<file path="src/rtl/cport_pkg.sv">
package cport_pkg;
  localparam int unsigned STATUS_BITS = 3;  // eoc, ovr, sign

  function automatic int unsigned frame_bits(input int unsigned mag_w);
    return mag_w + STATUS_BITS;
  endfunction
endpackage

</file>
<file path="src/rtl/cport_sync.sv">
module cport_sync #(
  parameter int unsigned STAGES = 2
) (
  input  logic clk,
  input  logic rst_n,
  input  logic async_i,
  output logic lvl_o
);
  logic [STAGES-1:0] pipe_q;

  generate
    if (STAGES == 1) begin : g_one
      always_ff @(posedge clk or negedge rst_n)
        if (!rst_n) pipe_q <= '0;
        else        pipe_q <= async_i;
    end else begin : g_many
      always_ff @(posedge clk or negedge rst_n)
        if (!rst_n) pipe_q <= '0;
        else        pipe_q <= {pipe_q[STAGES-2:0], async_i};
    end
  endgenerate

  assign lvl_o = pipe_q[STAGES-1];
endmodule

</file>
<file path="src/rtl/cport_edge.sv">
module cport_edge (
  input  logic clk,
  input  logic rst_n,
  input  logic lvl_i,
  output logic rise_o,
  output logic fall_o
);
  logic prev_q;

  always_ff @(posedge clk or negedge rst_n)
    if (!rst_n) prev_q <= 1'b0;
    else        prev_q <= lvl_i;

  assign rise_o = lvl_i & ~prev_q;
  assign fall_o = ~lvl_i & prev_q;

  p_edge_excl_r5: assert property (@(posedge clk) disable iff (!rst_n)
    rise_o |=> !rise_o);
endmodule

</file>
<file path="src/rtl/cport_wr.sv">
module cport_wr #(
  parameter int unsigned LOAD_W = 8
) (
  input  logic              clk,
  input  logic              rst_n,
  input  logic              rw_lvl,
  input  logic              rw_rise,
  input  logic              rw_fall,
  input  logic              dclk_rise,
  input  logic              din_lvl,
  input  logic              eoc_i,
  output logic [LOAD_W-1:0] time_base_o,
  output logic              load_valid_o,
  output logic              conv_start_o
);
  logic              open_q;
  logic [LOAD_W-1:0] shreg_q;

  always_ff @(posedge clk or negedge rst_n) begin
    if (!rst_n) begin
      open_q       <= 1'b0;
      shreg_q      <= '0;
      time_base_o  <= '0;
      load_valid_o <= 1'b0;
      conv_start_o <= 1'b0;
    end else begin
      conv_start_o <= 1'b0;
      if (rw_fall) begin
        // only a write opened during auto-zero may commit
        open_q  <= ~eoc_i;
        shreg_q <= '0;
      end else if (rw_rise) begin
        if (open_q) begin
          time_base_o  <= shreg_q;
          load_valid_o <= 1'b1;
          conv_start_o <= 1'b1;
        end
        open_q <= 1'b0;
      end else if (!rw_lvl && open_q && dclk_rise) begin
        shreg_q <= {shreg_q[LOAD_W-2:0], din_lvl};
      end
    end
  end

  p_start_pulse_r3: assert property (@(posedge clk) disable iff (!rst_n)
    conv_start_o |=> !conv_start_o);
  p_valid_sticky_r10: assert property (@(posedge clk) disable iff (!rst_n)
    load_valid_o |=> load_valid_o);
  p_tb_needs_start_r2: assert property (@(posedge clk) disable iff (!rst_n)
    !$stable(time_base_o) |-> conv_start_o);
  p_start_valid_r10: assert property (@(posedge clk) disable iff (!rst_n)
    conv_start_o |-> load_valid_o);
endmodule

</file>
<file path="src/rtl/cport_rd.sv">
module cport_rd #(
  parameter int unsigned FRAME_W = 20
) (
  input  logic               clk,
  input  logic               rst_n,
  input  logic               rw_lvl,
  input  logic               rw_rise,
  input  logic               rw_fall,
  input  logic               dclk_fall,
  input  logic               eoc_i,
  input  logic [FRAME_W-1:0] frame_i,
  output logic               dout_o
);
  logic [FRAME_W-1:0] frame_q;
  logic               begun_q;

  always_ff @(posedge clk or negedge rst_n) begin
    if (!rst_n) begin
      frame_q <= '0;
      begun_q <= 1'b0;
    end else if (rw_rise) begin
      frame_q <= frame_i;  // snapshot at direction change
      begun_q <= 1'b0;
    end else if (rw_fall) begin
      begun_q <= 1'b0;
    end else if (rw_lvl && dclk_fall) begin
      frame_q <= {frame_q[FRAME_W-2:0], 1'b0};  // zeros fill the tail
      begun_q <= 1'b1;
    end
  end

  always_comb begin
    if (!rw_lvl)       dout_o = 1'b0;
    else if (!begun_q) dout_o = eoc_i;  // live status before clocking
    else               dout_o = frame_q[FRAME_W-1];
  end

  p_frame_hold_r7: assert property (@(posedge clk) disable iff (!rst_n)
    (rw_lvl && !rw_rise && !dclk_fall) |=> $stable(frame_q));
  p_shift_r5: assert property (@(posedge clk) disable iff (!rst_n)
    (rw_lvl && !rw_rise && !rw_fall && dclk_fall) |=>
      (frame_q[FRAME_W-1:1] == $past(frame_q[FRAME_W-2:0])) && !frame_q[0]);
endmodule

</file>
<file path="src/rtl/conv_serial_port.sv">
module conv_serial_port #(
  parameter int unsigned LOAD_W      = 8,
  parameter int unsigned MAG_W       = 17,
  parameter int unsigned SYNC_STAGES = 2
) (
  input  logic              clk,
  input  logic              rst_n,
  input  logic              dclk_i,
  input  logic              din_i,
  input  logic              rw_i,
  input  logic              eoc_i,
  input  logic              ovr_i,
  input  logic              sign_i,
  input  logic [MAG_W-1:0]  mag_i,
  output logic              dout_o,
  output logic [LOAD_W-1:0] time_base_o,
  output logic              load_valid_o,
  output logic              conv_start_o
);
  localparam int unsigned FRAME_W = cport_pkg::frame_bits(MAG_W);

  logic dclk_lvl, din_lvl, rw_lvl;
  logic dclk_rise, dclk_fall, rw_rise, rw_fall;

  cport_sync #(.STAGES(SYNC_STAGES)) u_sync_dclk (
    .clk(clk), .rst_n(rst_n), .async_i(dclk_i), .lvl_o(dclk_lvl));
  cport_sync #(.STAGES(SYNC_STAGES)) u_sync_din (
    .clk(clk), .rst_n(rst_n), .async_i(din_i), .lvl_o(din_lvl));
  cport_sync #(.STAGES(SYNC_STAGES)) u_sync_rw (
    .clk(clk), .rst_n(rst_n), .async_i(rw_i), .lvl_o(rw_lvl));

  cport_edge u_edge_dclk (
    .clk(clk), .rst_n(rst_n), .lvl_i(dclk_lvl), .rise_o(dclk_rise), .fall_o(dclk_fall));
  cport_edge u_edge_rw (
    .clk(clk), .rst_n(rst_n), .lvl_i(rw_lvl), .rise_o(rw_rise), .fall_o(rw_fall));

  cport_wr #(.LOAD_W(LOAD_W)) u_wr (
    .clk(clk), .rst_n(rst_n),
    .rw_lvl(rw_lvl), .rw_rise(rw_rise), .rw_fall(rw_fall),
    .dclk_rise(dclk_rise), .din_lvl(din_lvl), .eoc_i(eoc_i),
    .time_base_o(time_base_o), .load_valid_o(load_valid_o),
    .conv_start_o(conv_start_o));

  cport_rd #(.FRAME_W(FRAME_W)) u_rd (
    .clk(clk), .rst_n(rst_n),
    .rw_lvl(rw_lvl), .rw_rise(rw_rise), .rw_fall(rw_fall),
    .dclk_fall(dclk_fall), .eoc_i(eoc_i),
    .frame_i({eoc_i, ovr_i, sign_i, mag_i}),
    .dout_o(dout_o));
endmodule

</file>
<file path="config.mk">
export PLATFORM = sky130hd
export DESIGN_NAME = conv_serial_port
export DESIGN_NICKNAME = d
export VERILOG_FILES = /design/src/rtl/cport_pkg.sv /design/src/rtl/cport_sync.sv /design/src/rtl/cport_edge.sv /design/src/rtl/cport_wr.sv /design/src/rtl/cport_rd.sv /design/src/rtl/conv_serial_port.sv
export SDC_FILE = /design/constraint.sdc
export NUM_CORES = 1
export LEC_CHECK = 0
export CORE_MARGIN = 2
export CORE_UTILIZATION = 40
export CTS_BUF_LIST = sky130_fd_sc_hd__clkbuf_2
export DETAILED_ROUTE_END_ITERATION = 6
export DONT_BUFFER_PORTS = 1
export PLACE_DENSITY_LB_ADDON = 0.15
export SLEW_MARGIN = 20
export SYNTH_ARGS = -nofsm -noshare
export SYNTH_HDL_FRONTEND = slang
export SYNTH_HIERARCHICAL = 1
export SYNTH_SLANG_ARGS = --single-unit
</file>
<file path="constraint.sdc">
create_clock -name clk -period 3.4 [get_ports clk]
set_clock_uncertainty 0.05 [all_clocks]
set_input_delay 0.17 -clock clk [delete_from_list [all_inputs] [get_ports clk]]
set_output_delay 0.17 -clock clk [all_outputs]
set_load 0.02 [all_outputs]
</file>
---- Word-level counts from Yosys, hierarchy flattened ----
Cells that the tools add are included.
word-level totals
  flip-flop bits (word level) ............. 48
  input bits .............................. 25
  output and inout port bits .............. 11
  word-level logic and storage cells ...... 51
operators by class
  eq/ne operators ......................... 2
  muxes and demuxes ....................... 16
  bitwise logic cells ..................... 10
  reduce and logical (&&, ||, !) cells .... 11
operators with widths
  operator                                               count
  2-to-1 mux 20 bit                                      3
  2-to-1 mux 8 bit                                       3
  2-to-1 mux 1 bit                                       10
  inverter 1 bit                                         6
  nonzero test 2 bit                                     3
  AND 1 bit                                              4
  AND reduction 2 bit                                    2
  logical AND 1 bit                                      3
  AND reduction 3 bit                                    1
  nonzero test 3 bit                                     1
  inequality test 2 x 1 -> 1 bit, second input constant  1
  inequality test 2 bit, second input constant           1
  logical NOT 1 bit                                      1

---- Logic depth before layout (Yosys ltp) ----
Gate-level depths: netlist (run 1).
  word-level depth ........................ 6
  mapped depth ............................ 6
  mapped depth without buffers ............ 4

---- By module ----
The synthesis (run 1) kept the hierarchy.
by module, submodules not included
  module      instances  cells each  area each (um^2)  sequential area each (um^2)
  cport_rd    1          114         1098.6            525.5
  cport_wr    1          52          775.7             475.5
  cport_sync  3          2           50.0              50.0
  cport_edge  2          3           40.0              25.0

---- Least setup slack after synthesis (run 1) ----
OpenSTA, ideal clock, no wires.
  path type ............................... register to register
  start ................................... register u_sync_rw.pipe_q[1]
  end ..................................... register u_rd.frame_q[14]
  data arrival time ....................... 1.288 ns
  required time ........................... 3.230 ns
  setup slack ............................. 1.941 ns
  stages on the path, launching flop included .. 7
  path buffers ............................ 2
  clock period less this slack ............ 1.459 ns
  path through ............................ dfrtp_1 > and2b_2 > and3b_1 > buf_6 > buf_12 > a21oi_2 > a21oi_2
on the way
  cells in the longest elaborated chain, start to end .. 4
  elaborated cells on any way between the ends .. 8
RTL lines
  item                             line                    RTL
  from (decl)                      cport_sync.sv:9         logic [STAGES-1:0] pipe_q;
  from (signal assigned)           cport_sync.sv:19        else pipe_q <= {pipe_q[STAGES-2:0], async_i};
  inverter 1 bit                   cport_edge.sv:15        assign fall_o = ~lvl_i & prev_q;
  AND 1 bit                        cport_edge.sv:15
  net rw_fall                      conv_serial_port.sv:23  logic dclk_rise, dclk_fall, rw_rise, rw_fall;
  inequality test 2 bit (no line)  --
  AND reduction 2 bit (no line)    --
  to (signal assigned)             cport_rd.sv:22          frame_q <= frame_i;
  to (signal assigned)             cport_rd.sv:27          frame_q <= {frame_q[FRAME_W-2:0], 1'b0};
  to (decl)                        cport_rd.sv:14          logic [FRAME_W-1:0] frame_q;
The timed path passes the listed nets, and every way through them passes these cells.
A chain may end at the register's enable or synchronous reset.

---- Worst setup path in the final report (run 1) ----
  start ................................... register u_sync_rw.pipe_q[1]
  end ..................................... register u_rd.frame_q[11]
The elaborated chain is that of the path after synthesis.

==> reports/summary.txt, run 1 <==
Iteration-0 DRC Markers -> 69
DRC viols -> 0
Setup Fix Bufs, Post-CTS -> 0
Net count after synthesis -> 203
Fill count -> 488
Cell area after synthesis -> 2100 um^2
Worst R2R Setup Slack -> 1.26 ns
CP Data Required Time -> 3.70 ns
Die ar. -> 5860 um^2
Total Wirelength -> 3610 um
Antenna cells -> 0
Core Rows -> 26
Worst slew pin tran -> 0.910 ns
H-tree depth -> 2
CTS clk-pin slew, worst paths -> 0.23 ns
Crit Path Max Fanout -> 19
Final hold slack -> 0.183 ns
Yosys warns -> 6
Buffers added on ports -> 0
Outcome -> completed
Crit path DAT -> 2.43 ns
DR WL/cell -> 13.3 um
Placement Setup Slack -> 1.29 ns
Vias in the first global route -> 1395
# clock sinks -> 48
Dominant cells by area after synthesis -> dfrtp_1 (57%), a21oi_2 (8.3%), nor2b_1 (6.5%)
Io pins -> 36
Synth unique cells -> 22
Initial Utilization -> 41.2%
Critical Path Sink Type -> register
CTS-repair resized insts -> 0
HP Class -> input port to async pin
CTS tree -> yes
FF+latch count, synth -> 48
DPL Wire Length -> 2260 um
Fin worst setup slack -> 1.26 ns
Total GRT Usage -> 13.4%
Setup crit start kind -> register
Fin nets -> 226
Chip height -> 76.5 um
Cells after synthesis -> 178
CTS Buf Count -> 5
Tmin final -> 2.14 ns
CTS Buffer Depth -> 2
Cell depth of the worst flop-to-flop path -> 4
Headroom to the max-slew limit -> 39.3%
Final number of setup-violating endpoints -> 0
Kind of critical path -> register to register
Sequential share of the synthesized area -> 57.1%
Global route overflow -> 0
DR vias/cell -> 4.85
F_max -> 468 MHz
Drt first pass iters -> 4
Maximum VDD drop -> 0.209 mV
CTS root buffer -> clkbuf_2
Placeable Area -> 5110 um^2
Skew-Pair Late Insertion Delay -> 0.41 ns
Hold Fails Final Rpt -> 0
Area delta synth->final -> 17.0%
Cell taking the most area after synthesis -> dfrtp_1
Max Slew Vio Count -> 0
GP Congestion -> 0.701
Count of hold-fix buffers inserted at cts -> 25
Top-area cell type share of the netlist area -> 57.1%
Power per cell area -> 441 nW/um^2
Share of cells above drive strength 1 -> 20.8%
Total vias in the final route -> 1318
First-pass GRT wire length -> 6250 um
Max-Cap Viols -> 0
Post-synthesis area per instance -> 11.8 um^2
Antenna violations before repair -> 0
RSZ-0062 raised after global routing -> false
Die W -> 76.5 um
Routed Antenna Nets -> 0
Largest net degree at the start of global routing -> 49
P_leak -> 1.10 nW
Setup TNS -> 0 ns
Tcrit/Tclk final -> 62.8%
## layer usage
layer  routed length, um  GRT usage [%]
met5                   0              0
met2                1840           22.6
met4                  23           4.91
met1                1580           16.3
met3                 167           4.15
## path summary, 6_finish.rpt
kind / startpoint / to
setup / recovery: u_sync_rw/pipe_q[1] / u_rd/frame_q[11]
hold / removal: rst_n / u_wr/time_base_o[5]
setup reg to reg: u_sync_rw/pipe_q[1] / u_rd/frame_q[11]
hold reg to reg: u_sync_dclk/pipe_q[0] / u_sync_dclk/pipe_q[1]
max in group asynchronous: rst_n / u_rd/frame_q[18]
min in group clk: dclk_i / u_sync_dclk/pipe_q[0]
## cell usage in the layout, fill, tap and decap left out, types with 2 or more instances in the layout
master	netlist	routed
dlygate4sd3_1	0	24
clkbuf_2	0	6
a21oi_2	20	20
and2b_2	2	2
nand2_1	21	21
mux2_2	8	8
nand2b_1	11	11
nor2b_1	22	21
mux2i_1	10	10
a21oi_1	19	19
dfrtp_1	48	48
## flip-flops by register name (all words and copies together) (netlist names), 2 cells and up
register            count
u_sync_din/pipe_q       2
u_sync_dclk/pipe_q      2
u_wr/time_base_o        8
u_rd/frame_q           20
u_wr/shreg_q            8
u_sync_rw/pipe_q        2
## critical path: stages, from the launching register on
cell and delay (ns):
dfrtp_1 0.50, and2b_2 0.33, and3b_1 0.84, a21oi_1 0.15
a21oi_1 0.19
## cell type report
class                      instances  area [um^2]  share of cell area, %
sequential                        48         1200                   48.8
multi-input combinational        119          830                   33.7
timing repair buffer              26          275                   11.2
tap                               70         87.6                   3.56
clock inverter                     2         35.0                   1.42
clock buffer                       6         30.0                   1.22
inverter                           1         3.75                  0.152
## synthesized netlist by cell type (all sizes together)
cell / n
nor3: 1
o21ai: 1
nand2b: 11
and2b: 2
inv: 1
dfrtp: 48
clkbuf: 5
a21oi: 39
and3b: 1
buf: 5
nor2b: 22
mux2: 8
mux2i: 10
nand2: 21
nand3b: 2
and4bb: 1
## logic make-up (layout without fill, tap and decap cells)
logic type	Yosys count	count (layout)	share of synthesized area [%]
and+or+nand+nor	61	61	16.9
DFF	48	48	57.1
AOI/OAI and AO/OA	40	40	13.1
muxes	18	18	9.04
buffers and inverters	11	35	3.86
## power by group
group,total (mW),switching [mW],internal [mW]
logic,0.136,0.0683,0.0678
registers,0.649,0.0321,0.617
clock network,0.301,0.174,0.126
## through the flow
step	std cells	total power, mW	instance area, um^2	utilization [%]
after floorplan	178	0.743	2100	-
after global placement	239	0.754	2130	41.7
after detailed placement	239	0.760	2130	41.7
after CTS	272	1.11	2460	48.2
after global routing	272	1.15	2460	48.2
final	272	1.09	2460	48.2
Power figures use the tool's default switching activity.
==> run 2: changes to the inputs <==
==> constraint.sdc (replaced) <==
create_clock -name clk -period 2.17 [get_ports clk]
set_clock_uncertainty 0.05 [all_clocks]
set_input_delay 0.1085 -clock clk [delete_from_list [all_inputs] [get_ports clk]]
set_output_delay 0.1085 -clock clk [all_outputs]
set_load 0.02 [all_outputs]
==> reports/summary.txt, run 2 (same netlist as run 1, synthesis figures left out) <==
R2r startpoint -> u_sync_rw/pipe_q[1]
Most frequent cells in the layout -> dfrtp_1 (48), dlygate4sd3_1 (24), nor2b_1 (21), nand2_1 (21), a21oi_2 (20)
Skew-Pair Late Insertion Delay -> 0.41 ns (about the same)
Gate power share -> 13.6% (+1.1 points)
Antenna violations before repair -> 0 (unchanged)
CTS clk-pin slew, worst paths -> 0.23 ns (about the same)
Largest net degree at the start of global routing -> 49 (unchanged)
Biggest register -> u_rd/frame_q
Non-filler cells, final -> 274 (+0.74%)
Total Wirelength -> 3610 um (-0.11%)
DR vias/cell -> 4.93 (+1.7%)
Maximum VDD drop -> 0.258 mV (+24%)
NetSw -> 432 uW (+57%)
Final number of setup-violating endpoints -> 0 (unchanged)
CP Launch Point -> u_sync_rw/pipe_q[1]
DPL Wire Length -> 2280 um (+1.1%)
Setup TNS -> 0 ns (unchanged)
Critical Path Sink Type -> register
H-tree depth -> 2 (unchanged)
Largest regs -> u_rd/frame_q x20, u_wr/shreg_q x8, u_wr/time_base_o x8
HP Class -> input port to async pin
DRC viols -> 0 (unchanged)
Drt first pass iters -> 4 (unchanged)
Placeable Area -> 5110 um^2 (unchanged)
Switch share -> 27.4% (+2.1 points)
Power per cell area -> 644 nW/um^2 (+46%)
Tmin final -> 1.69 ns (-0.444 ns)
Max reg flops -> 20 (unchanged)
Area delta synth->final -> 16.5%
Setup crit start kind -> register
CP Data Required Time -> 2.47 ns (-1.23 ns)
Dpl cells -> 241 (+0.84%)
First-pass GRT wire length -> 6330 um (+1.2%)
CTS-repair resized insts -> 0 (unchanged)
Global route overflow -> 0 (unchanged)
Headroom to the max-slew limit -> 66.5% (+27 points)
P_leak -> 1.09 nW (-0.29%)
Io pins -> 36 (unchanged)
Crit Path Max Fanout -> 19 (unchanged)
Commonest non-fill, non-tap cell in the layout -> dfrtp_1
Hold Fails Final Rpt -> 0 (unchanged)
Chip height -> 76.5 um (unchanged)
Fin nets -> 228 (+0.88%)
F_max -> 591 MHz (+26%)
Initial Utilization -> 41.2% (unchanged)
Worst slew pin tran -> 0.503 ns (-0.407 ns)
Die W -> 76.5 um (unchanged)
CTS tree -> yes
Crit path DAT -> 1.99 ns (-0.44 ns)
Total vias in the final route -> 1350 (+2.4%)
GP Congestion -> 0.668 (-4.8%)
RSZ-0062 raised after global routing -> false
Max Slew Vio Count -> 0 (unchanged)
# clock sinks -> 48 (unchanged)
CTS Buffer Depth -> 2 (unchanged)
Vias in the first global route -> 1421 (+1.9%)
Tot Pwr -> 1.58 mW (+45%)
Die ar. -> 5860 um^2 (unchanged)
Total GRT Usage -> 13.7% (+0.27 points)
Core Rows -> 26 (unchanged)
Tcrit/Tclk final -> 78.0% (+15 points)
Max-Cap Viols -> 0 (unchanged)
Clock Power Share -> 22.0% (-5.7 points)
Kind of critical path -> register to register
Internal power -> 1.15 mW (+41%)
CTS root buffer -> clkbuf_2
Routed Antenna Nets -> 0 (unchanged)
Outcome -> completed
Buffers added on ports -> 0 (unchanged)
Setup Fix Bufs, Post-CTS -> 0 (unchanged)
Antenna cells -> 0 (unchanged)
Share of cells above drive strength 1 -> 21.1% (+0.29 points)
Iteration-0 DRC Markers -> 42 (-39%)
Reg power frac -> 64.4% (+4.6 points)
Count of hold-fix buffers inserted at cts -> 25 (unchanged)
DR WL/cell -> 13.2 um (-0.84%)
CTS Buf Count -> 5 (unchanged)
run 2: cell count changes in the layout (fill, tap and decap cells not counted):
cell,previous run,this run
clkinv_1,0,1
clkinv_2,1,2
bufinv_16,1,0
buf_4,1,3
clkbuf_2,6,5
run 2: final timing paths:
| kind | cells past startpoint | slack, ns | to |
|---|---|---|---|
| worst max-delay path | 5 | 0.48 | u_rd/frame_q[9] |
| worst min-delay path | 2 | 0.12 | u_wr/time_base_o[4] |
| worst max register to register | 5 | 0.48 | u_rd/frame_q[9] |
| worst min register to register | 0 | 0.33 | u_sync_dclk/pipe_q[1] |
| max in group asynchronous | 2 | 1.74 | u_sync_din/pipe_q[1] |
| min in group clk | 1 | 0.19 | u_sync_rw/pipe_q[0] |
run 2: final cells by class:
type                            count  area, um^2
Fill cell                         500        2660
Sequential cell                    48        1200
Multi-Input combinational cell    119         830
Timing Repair Buffer               28         290
Tap cell                           70        87.6
Clock buffer                        5        25.0
Clock inverter                      3        13.8
Inverter                            1        3.75
run 2: stage by stage:
stage	instance area (um^2)	utilization (%)	setup slack, ns	hold WS [ns]
floorplan	2100	-	0.711	-0.237
global placement	2140	42.0	0.549	-0.236
detailed placement	2140	42.0	0.491	-0.236
CTS	2450	48.0	0.452	0.0718
global route	2450	48.0	0.315	0.0447
finish	2450	48.0	0.478	0.115
run 2: routing by layer:
| layer | share of wire, % | GRT usage (%) | vias up |
|---|---|---|---|
| met3 | 4.0 | 4.98 | 5 |
| met1 | 46 | 16.5 | 676 |
| met4 | 1.1 | 4.91 | 0 |
| met2 | 48 | 22.6 | 29 |
| li1 | - | - | 640 |
| met5 | 0 | 0 | - |
run 2: worst max-delay path, stage by stage, from the launching register on:
cell	delay, ns
dfrtp_1	0.49
and2b_2	0.33
and3b_1	0.23
buf_4	0.28
a21oi_1	0.12
a21oi_1	0.15
run 2: power by group through the flow:
stage / sequential (mW) / clock [mW] / combinational [mW]
2_1_floorplan: 1.02 / 0 / 0.143
3_3_place_gp: 1.03 / 0 / 0.153
3_5_place_dp: 1.03 / 0 / 0.160
4_1_cts: 1.02 / 0.373 / 0.220
5_1_grt: 1.03 / 0.411 / 0.242
6_report: 1.02 / 0.348 / 0.215
